==> config.mk <==
export PLATFORM = sky130hd
export DESIGN_NAME = lutp_top
export DESIGN_NICKNAME = d
export VERILOG_FILES = /design/src/rtl/lutp_pkg.sv /design/src/rtl/lutp_cell.sv /design/src/rtl/lutp_ctrl.sv /design/src/rtl/lutp_top.sv
export SDC_FILE = /design/constraint.sdc
export NUM_CORES = 1
export LEC_CHECK = 0
export BUFFER_PORTS_ARGS = -buffer_cell sky130_fd_sc_hd__buf_2
export CELL_PAD_IN_SITES_DETAIL_PLACEMENT = 1
export CELL_PAD_IN_SITES_GLOBAL_PLACEMENT = 1
export CORE_UTILIZATION = 30
export DETAILED_ROUTE_END_ITERATION = 10
export GPL_TIMING_DRIVEN = 0
export PLACE_DENSITY = 0.67
export SLEW_MARGIN = 20
export SYNTH_ARGS = -nofsm -noshare
export SYNTH_HDL_FRONTEND = slang
export SYNTH_SLANG_ARGS = --single-unit
==> constraint.sdc <==
create_clock -name clk -period 3.9 [get_ports clk]
set_clock_uncertainty 0.05 [all_clocks]
set_input_delay 0.195 -clock clk [delete_from_list [all_inputs] [get_ports clk]]
set_output_delay 0.195 -clock clk [all_outputs]
set_load 0.02 [all_outputs]
==> src/rtl/lutp_pkg.sv <==
package lutp_pkg;
  localparam int ADDR_W = 4;
  localparam int DEPTH  = 1 << ADDR_W;

  typedef enum logic [2:0] {
    M_LOGIC = 3'd0,
    M_WIDE  = 3'd1,
    M_DEEP  = 3'd2,
    M_DUAL  = 3'd3,
    M_SHIFT = 3'd4
  } lutp_mode_e;
endpackage

==> src/rtl/lutp_cell.sv <==
module lutp_cell #(
  parameter int ADDR_W = 4
) (
  input  logic                 clk,
  input  logic                 rst_n,
  input  logic                 load_en,
  input  logic [(1<<ADDR_W)-1:0] load_val,
  input  logic                 wr_en,
  input  logic [ADDR_W-1:0]    wr_addr,
  input  logic                 wr_bit,
  input  logic                 sh_en,
  input  logic                 sh_in,
  input  logic [ADDR_W-1:0]    rd_addr,
  output logic                 rd_bit
);
  localparam int DEPTH = 1 << ADDR_W;

  logic [DEPTH-1:0] mem;

  always_ff @(posedge clk or negedge rst_n) begin
    if (!rst_n)       mem <= '0;
    else if (load_en) mem <= load_val;
    else if (sh_en)   mem <= {mem[DEPTH-2:0], sh_in};
    else if (wr_en)   mem[wr_addr] <= wr_bit;
  end

  assign rd_bit = mem[rd_addr];

  assert_write_lands_R4: assert property (@(posedge clk) disable iff (!rst_n)
    (wr_en && !sh_en && !load_en) |=> mem[$past(wr_addr)] == $past(wr_bit));

  assert_shift_moves_R7: assert property (@(posedge clk) disable iff (!rst_n)
    (sh_en && !load_en) |=> (mem[0] == $past(sh_in)) &&
                            (mem[DEPTH-1:1] == $past(mem[DEPTH-2:0])));

  assert_idle_holds_R8: assert property (@(posedge clk) disable iff (!rst_n)
    (!wr_en && !sh_en && !load_en) |=> $stable(mem));
endmodule

==> src/rtl/lutp_ctrl.sv <==
module lutp_ctrl
  import lutp_pkg::*;
(
  input  logic       clk,
  input  logic       rst_n,
  input  logic [2:0] mode,
  input  logic       wr_en,
  input  logic       addr_hi,
  input  logic       din_a,
  input  logic       din_b,
  output logic [1:0] cell_we,
  output logic [1:0] cell_wd,
  output logic [1:0] cell_sh,
  output logic       b_reads_a,
  output logic       deep_mode
);
  always_comb begin
    cell_we   = 2'b00;
    cell_wd   = {din_b, din_a};
    cell_sh   = 2'b00;
    b_reads_a = 1'b0;
    deep_mode = 1'b0;
    case (mode)
      M_WIDE: begin
        cell_we   = {2{wr_en}};
        b_reads_a = 1'b1;
      end
      M_DEEP: begin
        cell_we   = wr_en ? (addr_hi ? 2'b10 : 2'b01) : 2'b00;
        cell_wd   = {din_a, din_a};
        b_reads_a = 1'b1;
        deep_mode = 1'b1;
      end
      M_DUAL: begin
        cell_we = {2{wr_en}};
        cell_wd = {din_a, din_a};
      end
      M_SHIFT: cell_sh = {2{wr_en}};
      default: ;
    endcase
  end

  assert_no_write_and_shift_R8: assert property (@(posedge clk) disable iff (!rst_n)
    !((|cell_we) && (|cell_sh)));

  assert_deep_one_cell_R5: assert property (@(posedge clk) disable iff (!rst_n)
    (mode == M_DEEP) |-> $onehot0(cell_we));

  assert_no_action_without_enable_R8: assert property (@(posedge clk) disable iff (!rst_n)
    !wr_en |-> (cell_we == 2'b00 && cell_sh == 2'b00));
endmodule

==> src/rtl/lutp_top.sv <==
module lutp_top
  import lutp_pkg::*;
(
  input  logic              clk,
  input  logic              rst_n,
  input  logic [2:0]        mode,
  input  logic              cfg_load,
  input  logic [DEPTH-1:0]  cfg_a,
  input  logic [DEPTH-1:0]  cfg_b,
  input  logic [ADDR_W-1:0] addr_a,
  input  logic [ADDR_W-1:0] addr_b,
  input  logic              addr_hi,
  input  logic              wr_en,
  input  logic              din_a,
  input  logic              din_b,
  output logic              out_a,
  output logic              out_b
);
  localparam int NCELL = 2;

  logic [1:0] cell_we, cell_wd, cell_sh;
  logic       b_reads_a, deep_mode;
  logic [NCELL-1:0] rd;
  logic [DEPTH-1:0] load_vals [NCELL];
  logic [ADDR_W-1:0] rd_addrs [NCELL];
  logic [NCELL-1:0] sh_ins;

  assign load_vals[0] = cfg_a;
  assign load_vals[1] = cfg_b;
  assign rd_addrs[0]  = addr_a;
  assign rd_addrs[1]  = b_reads_a ? addr_a : addr_b;
  assign sh_ins       = {din_b, din_a};

  lutp_ctrl u_ctrl (
    .clk(clk), .rst_n(rst_n), .mode(mode), .wr_en(wr_en), .addr_hi(addr_hi),
    .din_a(din_a), .din_b(din_b), .cell_we(cell_we), .cell_wd(cell_wd),
    .cell_sh(cell_sh), .b_reads_a(b_reads_a), .deep_mode(deep_mode)
  );

  for (genvar g = 0; g < NCELL; g++) begin : g_cell
    lutp_cell #(.ADDR_W(ADDR_W)) u_cell (
      .clk(clk), .rst_n(rst_n), .load_en(cfg_load), .load_val(load_vals[g]),
      .wr_en(cell_we[g]), .wr_addr(addr_a), .wr_bit(cell_wd[g]),
      .sh_en(cell_sh[g]), .sh_in(sh_ins[g]),
      .rd_addr(rd_addrs[g]), .rd_bit(rd[g])
    );
  end

  always_comb begin
    if (deep_mode) begin
      out_a = addr_hi ? rd[1] : rd[0];
      out_b = 1'b0;
    end else begin
      out_a = rd[0];
      out_b = rd[1];
    end
  end

  assert_deep_second_quiet_R5: assert property (@(posedge clk) disable iff (!rst_n)
    (mode == M_DEEP) |-> (out_b == 1'b0));
endmodule

==> flow_summary.toml, run 1 <==
[die]
coreArea_sq_um = 8300
die_w_microns = 95.3
dieArea_sq_um = 9070
io_pins = 52
die-height_microns = 95.3
initial_utilization_pct = 31.4
std_cell_rows = 33

[routing]
wl_mm = 9.71
route.detailed.drc = 0
wl_met2_mm = 4.53
vias = 2757
routedLengthMet1_mm = 4.62
viasPerCell = 6.07
maxUsedRoutingLayer = "met4"
wl_per_cell_microns = 21.4
drt-initial-drc-count = 191
first_pass_iters = 4
dr_wl_met3_microns = 458
ant_nets = 0

[cts]
cts_root_buf = "clkbuf_8"
clock_latency_ps = 300
cts_buffer_depth = 2
cts_tree = "yes"
ctsHoldBuffers = 1
cts.sinks = 32
h-tree-depth = 2
post_cts_buffers = 0
cts_resized = 0
clkSlewWorstSetupHoldPaths_ps = 80
cts_buffers = 5

[synth]
synth_edf_count = 0
ys_seq_area_share_pct = 30.7
synthMostInstantiatedCell = "o21ai_0"
synth_area_leaders = "dfrtp_1 (31%), a221oi_1 (9.7%), o41ai_1 (9.4%)"
ys_ff_latch = 32
synth_commonest_cells = "o21ai_0 (36), nor2b_1 (35), dfrtp_1 (32)"
netlist_area_sq_um = 2610
ys_warn_count = 0
synth_cell_type_count = 41
yosysTopAreaCellShare_pct = 30.7
synth_flop_cell = "dfrtp_1"
synth.avg_cell_area_sq_um = 8.93
yosysTopAreaCell = "dfrtp_1"
async_reset_ff_share_pct = 100
syn_nets = 342
syn_inst = 292

[grt]
grt_pass1_vias = 2771
grt_pass1_wl_mm = 15.7
antenna_found_initial = 0
grt_max_degree = 33
overflow = 0
grt_usage_pct = 23.5

[worst_hold_path]
worstHoldStart = "cfg_b[7]"
min_path_cells = 3
hp-class = "in2reg"

[sta]
relSlewSlack_pct = 47.0
period_needed_ps = 2280
setup_tns_ps = 0
hold_viol_final = 0
grt_setup_unrepaired = "false"
fmax_mhz = 438
setup_viol = 0
tightest_slew_ps = 794
final_max_slew_viol_count = 0
period_share_pct = 58.5

[worst_setup_path]
crit_path_start = "g_cell[0].u_cell.mem[11]"
reg2reg_to = "g_cell[0].u_cell.mem[4]"
r2r_cells = 3
endpoint_kind = "output pin"
cp-endpoint = "out_a"
r2r_slack_ps = 2750
rr_startpoint = "g_cell[0].u_cell.mem[3]"
worstSetupPathType = "reg2out"
required_ps = 3650
crit_arrival_ps = 2040
cp_max_fo = 3
startpoint_type = "register"

[finish]
nNetsFinal = 398
regArea_sq_um = 801
fillers = 992
largestRegisters = "g_cell.u_cell.mem: 32 flops"
multi_input_area_sq_um = 1680
area_growth_pct = 18.2
drive_gt1_share_pct = 23.5
n_antenna_cell = 0
regMostFlops = "g_cell.u_cell.mem"
largest_reg_flops = 32
final_util_pct = 37.1

[power]
ir_drop_mv = 0.126
p_per_area_nw_per_um2 = 332
p_leak_nw = 1.22

[status]
status = "finished clean"

[place]
gp_congestion = 0.859
port_buffers = 48
place_hpwl_mm = 7.59

[flow_run]
maxCapViolCount = 0
## through the flow
stage	std cells	instance area [sq um]	power [mW]	hold WS, ps	worst slack (ps)
finish	454	3080	1.02	143	1620
global route	454	3080	1.09	159	1520
CTS	454	3080	1.03	150	1620
detailed placement	445	2980	0.751	274	1670
global placement	445	2980	0.740	272	1680
floorplan	292	2610	0.625	-151	1940
## power by group
part           switching [mW]  total [mW]  internal [mW]
clock                   0.136       0.277          0.141
sequential             0.0493       0.433          0.384
combinational           0.178       0.314          0.136
## cell families after synthesis
group | count (synthesis) | synth area share [%]
AOI/OAI and AO/OA | 131 | 35.2
xor gates and xnor gates | 1 | 0.336
buffers and inverters | 28 | 4.80
DFF | 32 | 30.7
muxes | 20 | 11.4
and+or+nand+nor | 80 | 17.6
## cell usage in the layout, fill, tap and decap left out, drive strengths merged, types with 7 or more instances in the layout
cell type	count
o41ai	28
a21oi	23
clkbuf	25
dfrtp	32
nor2	14
nand2	10
buf	56
o21ai	37
mux2i	8
a221oi	29
nor2b	35
mux4	7
## worst max-delay path: stages, from the launching register on
cell	delay, ps
dfrtp_1	420
mux4_2	480
mux4_2	490
a21oi_1	140
a31oi_1	50
buf_2	160
## metal layers
| layer | global-route usage (%) | up-vias |
|---|---|---|
| met5 | 0 | - |
| met3 | 2.95 | 9 |
| met1 | 33.5 | 1374 |
| li1 | - | 1291 |
| met4 | 6.19 | 0 |
| met2 | 37.3 | 83 |
## final cells by class
type	instances	area share (%)
well taps	105	4.26
plain buffers	27	3.94
multi-input cells	232	54.6
clock inverters	2	0.325
flip-flops and latches	32	26.0
inverters	1	0.122
clock buffers	6	2.68
repair buffers	49	8.12
## worst min path at each step
stage / end
2_1_floorplan: g_cell[0].u_cell.mem[0]
6_report: g_cell[1].u_cell.mem[7]
5_1_grt: g_cell[1].u_cell.mem[4]
4_1_cts: g_cell[1].u_cell.mem[6]
3_3_place_gp: g_cell[0].u_cell.mem[6]
3_5_place_dp: g_cell[0].u_cell.mem[6]
No activity file was read; power rests on OpenSTA's default activity.
==> run 2, diff against run 1 <==
--- a/config.mk
+++ b/config.mk
@@ -5,13 +5,14 @@
 export SDC_FILE = /design/constraint.sdc
 export NUM_CORES = 1
 export LEC_CHECK = 0
+export ABC_AREA = 1
 export BUFFER_PORTS_ARGS = -buffer_cell sky130_fd_sc_hd__buf_2
 export CELL_PAD_IN_SITES_DETAIL_PLACEMENT = 1
 export CELL_PAD_IN_SITES_GLOBAL_PLACEMENT = 1
 export CORE_UTILIZATION = 30
 export DETAILED_ROUTE_END_ITERATION = 10
 export GPL_TIMING_DRIVEN = 0
-export PLACE_DENSITY = 0.67
+export PLACE_DENSITY = 0.71
 export SLEW_MARGIN = 20
 export SYNTH_ARGS = -nofsm -noshare
 export SYNTH_HDL_FRONTEND = slang
==> constraint.sdc (replaced) <==
create_clock -name clk -period 2.3 [get_ports clk]
set_clock_uncertainty 0.05 [all_clocks]
set_input_delay 0.115 -clock clk [delete_from_list [all_inputs] [get_ports clk]]
set_output_delay 0.115 -clock clk [all_outputs]
set_load 0.02 [all_outputs]
==> run 2 against run 1 <==
Effect of this change:
- die area shrank 1.2%
- sequential cell count did not move
- routed wire length up 2.2%
- via count increased by 8.5%
- core utilization hardly changed
- worst hold slack got worse by 90 ps
- synthesized area is 1.2% lower
- worst setup slack worse by 1100 ps
- register-to-register slack lost 1500 ps
- critical endpoint unchanged
==> flow_summary.toml, run 2 <==
[status]
status = "finished clean"

[place]
gp_congestion = 0.897
port_buffers = 51
post-place-cells = 543
place_hpwl_mm = 7.82
dpl_cell_area_sq_um = 2960

[cts]
post_cts_buffers = 0
cts_buffers = 5
cts_root_buf = "clkbuf_8"
cts_tree = "yes"
cts_buffer_depth = 2
clock_latency_ps = 290
h-tree-depth = 2
cts_resized = 0
ctsHoldBuffers = 1
clkSlewWorstSetupHoldPaths_ps = 80
cts.sinks = 32

[sta]
hold_viol_final = 0
final_max_slew_viol_count = 0
period_share_pct = 77.7
fmax_mhz = 560
relSlewSlack_pct = 47.5
grt_setup_unrepaired = "false"
setup_tns_ps = 0
setup_viol = 0
tightest_slew_ps = 787
period_needed_ps = 1790
whs_ps = 52.5

[synth]
ys_seq_area_share_pct = 31.1
synth_edf_count = 0
syn_nets = 437
syn_inst = 387
ys_warn_count = 0
synth_area_leaders = "dfrtp_1 (31%), nand2_1 (8.2%), o21ai_0 (7.4%)"
yosysTopAreaCell = "dfrtp_1"
synth_cell_type_count = 37
synth.avg_cell_area_sq_um = 6.66
ys_ff_latch = 32
synthMostInstantiatedCell = "nand2_1"
async_reset_ff_share_pct = 100
yosysTopAreaCellShare_pct = 31.1
synth_commonest_cells = "nand2_1 (56), nor2_1 (40), o21ai_0 (38)"
synth_flop_cell = "dfrtp_1"
netlist_area_sq_um = 2580

[finish]
largest_reg_flops = 32
final_cell_mix = "buf_2 (57), nand2_1 (56), nor2_1 (40)"
regMostFlops = "g_cell.u_cell.mem"
drive_gt1_share_pct = 20.6
area_growth_pct = 19.0
n_antenna_cell = 0
final_common_cell = "buf_2"
stdcell_area_sq_um = 3070
nNetsFinal = 496
stdcell_count = 552
largestRegisters = "g_cell.u_cell.mem: 32 flops"

[grt]
grt_pass1_wl_mm = 16.3
overflow = 0
grt_usage_pct = 23.7
antenna_found_initial = 0
grt_max_degree = 33
grt_pass1_vias = 3141

[worst_setup_path]
crit_path_top_delay_cell = "dfrtp_1"
worstSetupPathType = "reg2out"
startpoint_type = "register"
critical_path.cell_chain = "nand3_1 -> o21ai_0 -> a221oi_1 -> nor2_1 -> nor2_1 -> nand2_1 -> nand2_1 -> inv_1 -> buf_2"
cpPeakStageDelay_ps = 390
required_ps = 2130
worst-path-buf-inv = 2
crit_arrival_ps = 1620
endpoint_kind = "output pin"
critical-path-top-delay-family = "simple AND/OR/NAND/NOR gates"
cp_max_fo = 2

[power]
p_leak_nw = 1.38
ir_drop_mv = 0.179
p_per_area_nw_per_um2 = 565
seq_power_share_pct = 41.4
combPwrFrac_pct = 31.4
p_switching_uw = 646
p_int_mw = 1.09
clockPowerShare_pct = 27.2
switching_share_pct = 37.3

[worst_hold_path]
hp-class = "in2reg"

[routing]
vias = 2992
viasPerCell = 5.42
drt-initial-drc-count = 158
ant_nets = 0
wl_mm = 9.93
wl_per_cell_microns = 18.0
route.detailed.drc = 0
first_pass_iters = 4

[die]
coreArea_sq_um = 8260
die_w_microns = 94.7
die-height_microns = 94.7
dieArea_sq_um = 8970
io_pins = 52
initial_utilization_pct = 31.2
std_cell_rows = 33

[flow_run]
maxCapViolCount = 0
## run 2: changes by cell type in the layout (fill, tap and decap cells not counted), moves of 27 or more
cell | before | now
o41ai_1 | 28 | 0
nor2b_1 | 35 | 0
inv_1 | 1 | 35
nand3_1 | 2 | 33
nand2_1 | 10 | 56
nor2_1 | 13 | 40
## run 2: final cells by class
class | instances | area [sq um]
buffer | 17 | 87.6
clock buffer | 6 | 82.6
clock inverter | 2 | 10.0
fill | 1117 | 5190
inverter | 46 | 173
multi-input combinational | 292 | 1520
sequential | 32 | 801
tap | 105 | 131
timing repair buffer | 52 | 265
## run 2: path summary, 6_finish.rpt
check	start	to	slack, ps	depth (start not counted)
setup / recovery	g_cell[0].u_cell.mem[15]	out_a	510	9
hold / removal	cfg_a[9]	g_cell[0].u_cell.mem[9]	50	3
setup reg to reg	g_cell[1].u_cell.mem[3]	g_cell[1].u_cell.mem[4]	1260	4
hold reg to reg	g_cell[1].u_cell.mem[11]	g_cell[1].u_cell.mem[11]	450	2
max in group asynchronous	rst_n	g_cell[0].u_cell.mem[13]	1320	2
min in group asynchronous	rst_n	g_cell[0].u_cell.mem[9]	380	2
## run 2: worst reg2reg max path, stage by stage, from the launching register on
cell and delay (ps):
dfrtp_1 380, inv_1 100, o21ai_0 100, o22ai_1 190, a31oi_1 100
## run 2: cell families (layout without fill, tap and decap cells)
family / after synthesis / after routing / synth area share, %
AOI/OAI and AO/OA: 144 / 144 / 32.8
buffers and inverters: 63 / 123 / 10.1
DFF: 32 / 32 / 31.1
and+or+nand+nor: 148 / 148 / 26.0
## run 2: power by group through the flow
stage / clock, mW / combinational, mW / sequential [mW]
4_1_cts: 0.485 / 0.542 / 0.716
2_1_floorplan: 0 / 0.353 / 0.703
3_5_place_dp: 0 / 0.536 / 0.728
5_1_grt: 0.498 / 0.612 / 0.728
6_report: 0.472 / 0.543 / 0.717
3_3_place_gp: 0 / 0.527 / 0.724
## run 2: routing by layer
metal / up-vias / track usage [%] / wire, microns / part of all wire [%]
met5: - / 0 / 0 / 0
met4: 0 / 7.20 / 176 / 1.8
met3: 14 / 2.66 / 453 / 4.6
met2: 75 / 39.4 / 4650 / 47
met1: 1428 / 32.1 / 4650 / 47
li1: 1475 / - / - / -
## run 2: through the flow
step | utilization, % | power (mW) | worst slack, ps
after floorplan | - | 1.06 | 887
after global placement | 35.9 | 1.25 | 589
after detailed placement | 35.9 | 1.26 | 549
after CTS | 37.1 | 1.74 | 505
after global routing | 37.1 | 1.84 | 393
final | 37.1 | 1.73 | 514
==> run 3, diff against run 2 <==
--- a/config.mk
+++ b/config.mk
@@ -12,7 +12,7 @@
 export CORE_UTILIZATION = 30
 export DETAILED_ROUTE_END_ITERATION = 10
 export GPL_TIMING_DRIVEN = 0
-export PLACE_DENSITY = 0.71
+export PLACE_DENSITY = 0.73
 export SLEW_MARGIN = 20
 export SYNTH_ARGS = -nofsm -noshare
 export SYNTH_HDL_FRONTEND = slang
==> constraint.sdc (replaced) <==
create_clock -name clk -period 1.5 [get_ports clk]
set_clock_uncertainty 0.05 [all_clocks]
set_input_delay 0.075 -clock clk [delete_from_list [all_inputs] [get_ports clk]]
set_output_delay 0.075 -clock clk [all_outputs]
set_load 0.02 [all_outputs]
==> run 3 against run 2 <==
Effect of this change:
- the run now ends with setup timing left
- worst setup slack lost 740 ps
- combinational power increased by 82%
- via count is 3.9% higher
- register-to-register slack worse by 860 ps
- clock power is 50% higher
- largest cell class unchanged
- final area is 10% higher
- die area did not move
- routed wire length grew 4.9%
- largest power group unchanged
- worst hold slack worse by 50 ps
- non-clock buffer count grew 11
- first-iteration DRC count is 1.9% lower
==> flow_summary.toml, run 3 (same netlist as run 2, synthesis figures left out) <==
[status]
status = "finished, violations left"
violations = "setup timing"

[grt]
overflow = 0
grt_pass1_vias = 3104
met1_usage_pct = 31.5
grt_pass1_wl_mm = 15.9
busiest_layer = "met2"
met3_usage_pct = 2.42
met2_usage_pct = 39.3
grt_max_degree = 33
antenna_found_initial = 0
grt_usage_pct = 23.4

[worst_setup_path]
reg2reg_to = "g_cell[1].u_cell.mem[15]"
startpoint_type = "register"
rr_startpoint = "g_cell[1].u_cell.mem[14]"
required_ps = 1370
crit_arrival_ps = 1600
crit_path_top_delay_cell = "dfrtp_1"
critical_path.cell_chain = "a22o_1 -> nor2_1 -> o22ai_1 -> nor2_1 -> nand2_1 -> nand2_1 -> inv_1 -> buf_6"
endpoint_kind = "output pin"
worstSetupPathType = "reg2out"
r2r_slack_ps = 400
cp_max_fo = 3
worst-path-buf-inv = 2
r2r_cells = 5
critical-path-top-delay-family = "flip-flops"
cpPeakStageDelay_ps = 410

[cts]
h-tree-depth = 2
clock_latency_ps = 290
cts_root_buf = "clkbuf_8"
clkSlewWorstSetupHoldPaths_ps = 70
cts_buffer_depth = 2
cts.sinks = 32
cts_buffers = 5
cts_tree = "yes"

[routing]
wl_mm = 10.4
first_pass_iters = 4
viasPerCell = 5.52
route.detailed.drc = 0
ant_nets = 0
vias = 3109
wl_per_cell_microns = 18.5
drt-initial-drc-count = 155

[finish]
nNetsFinal = 507
regArea_sq_um = 801
area_growth_pct = 31.0
final_cell_mix = "nand2_1 (52), buf_2 (51), nor2_1 (39)"
multi_input_area_sq_um = 1700
largest_reg_flops = 32
regMostFlops = "g_cell.u_cell.mem"
final_common_cell = "nand2_1"
n_antenna_cell = 0
fillers = 1094
drive_gt1_share_pct = 27.9
largestRegisters = "g_cell.u_cell.mem: 32 flops"

[die]
die_w_microns = 94.7
initial_utilization_pct = 31.2
dieArea_sq_um = 8970
io_pins = 52
coreArea_sq_um = 8260
std_cell_rows = 33
die-height_microns = 94.7

[sta]
fmax_mhz = 581
relSlewSlack_pct = 49.6
grt_setup_unrepaired = "true"
tightest_slew_ps = 756
setup_tns_ps = -266
period_needed_ps = 1720
final_max_slew_viol_count = 0
whs_ps = 2.37
hold_viol_final = 0
period_share_pct = 115
worst_slack_ps = -222
setup_viol = 2

[worst_hold_path]
min_path_cells = 3
hold_end = "g_cell[0].u_cell.mem[9]"
hp-class = "in2reg"
worstHoldStart = "cfg_a[9]"

[flow_run]
maxCapViolCount = 0

[power]
p_per_area_nw_per_um2 = 830
ir_drop_mv = 0.328
p_leak_nw = 1.49

[place]
port_buffers = 51
place_hpwl_mm = 7.93
gp_congestion = 0.907
## run 3: changes by cell type in the layout (fill, tap and decap cells not counted), sizes merged
cell	before	now
clkinv	3	1
buf	59	69
clkbuf	15	18
## run 3: repair_timing
action,in CTS,in global routing
buffers inserted,0,11
hold buffers,1,0
setup endpoints to repair,2,6
endpoints found under the hold margin,32,0
gates resized for setup,6,55
pin swaps,3,17
## run 3: per-stage QoR
stage	power [mW]	instance area, sq um	std cells	utilization, %	setup WS [ps]
after floorplan	1.62	2580	387	-	167
after global placement	1.91	2960	543	35.9	-155
after detailed placement	1.95	2960	543	35.9	-211
after CTS	2.68	3080	552	37.3	-204
after global routing	2.97	3380	563	40.9	-258
final	2.80	3380	563	40.9	-222
## run 3: layer usage
metal	wire length (microns)	part of all wire (%)	vias up
li1	-	-	1505
met1	4820	46	1503
met2	5060	49	89
met3	395	3.8	12
met4	141	1.4	0
met5	0	0	-
## run 3: layout make-up
class,count,area share (%)
multi-input combinational,292,50.4
tap,105,3.89
sequential,32,23.7
buffer,17,2.71
clock buffer,8,2.67
timing repair buffer,63,11.2
inverter,46,5.34
## run 3: worst max path at each step
stage / from / end / slack [ps] / cells after the start
floorplan: mode[2] / out_b / 170 / 9
global placement: mode[2] / g_cell[1].u_cell.mem[12] / -150 / 10
detailed placement: mode[0] / g_cell[0].u_cell.mem[7] / -210 / 9
CTS: g_cell[0].u_cell.mem[15] / out_a / -200 / 9
global route: g_cell[0].u_cell.mem[4] / out_a / -260 / 8
finish: g_cell[0].u_cell.mem[4] / out_a / -220 / 8
## run 3: report_power, final
part	internal, mW	leakage, nW	switching [mW]
Clock	0.375	0.0455	0.334
Sequential	1.00	0.390	0.106
Combinational	0.383	1.06	0.603
## run 3: worst reg2reg max path: stages (launching register included)
cell,delay [ps]
dfrtp_1,400
buf_4,140
a21oi_1,120
nor2_1,50
a21oi_1,140
o21ai_1,70
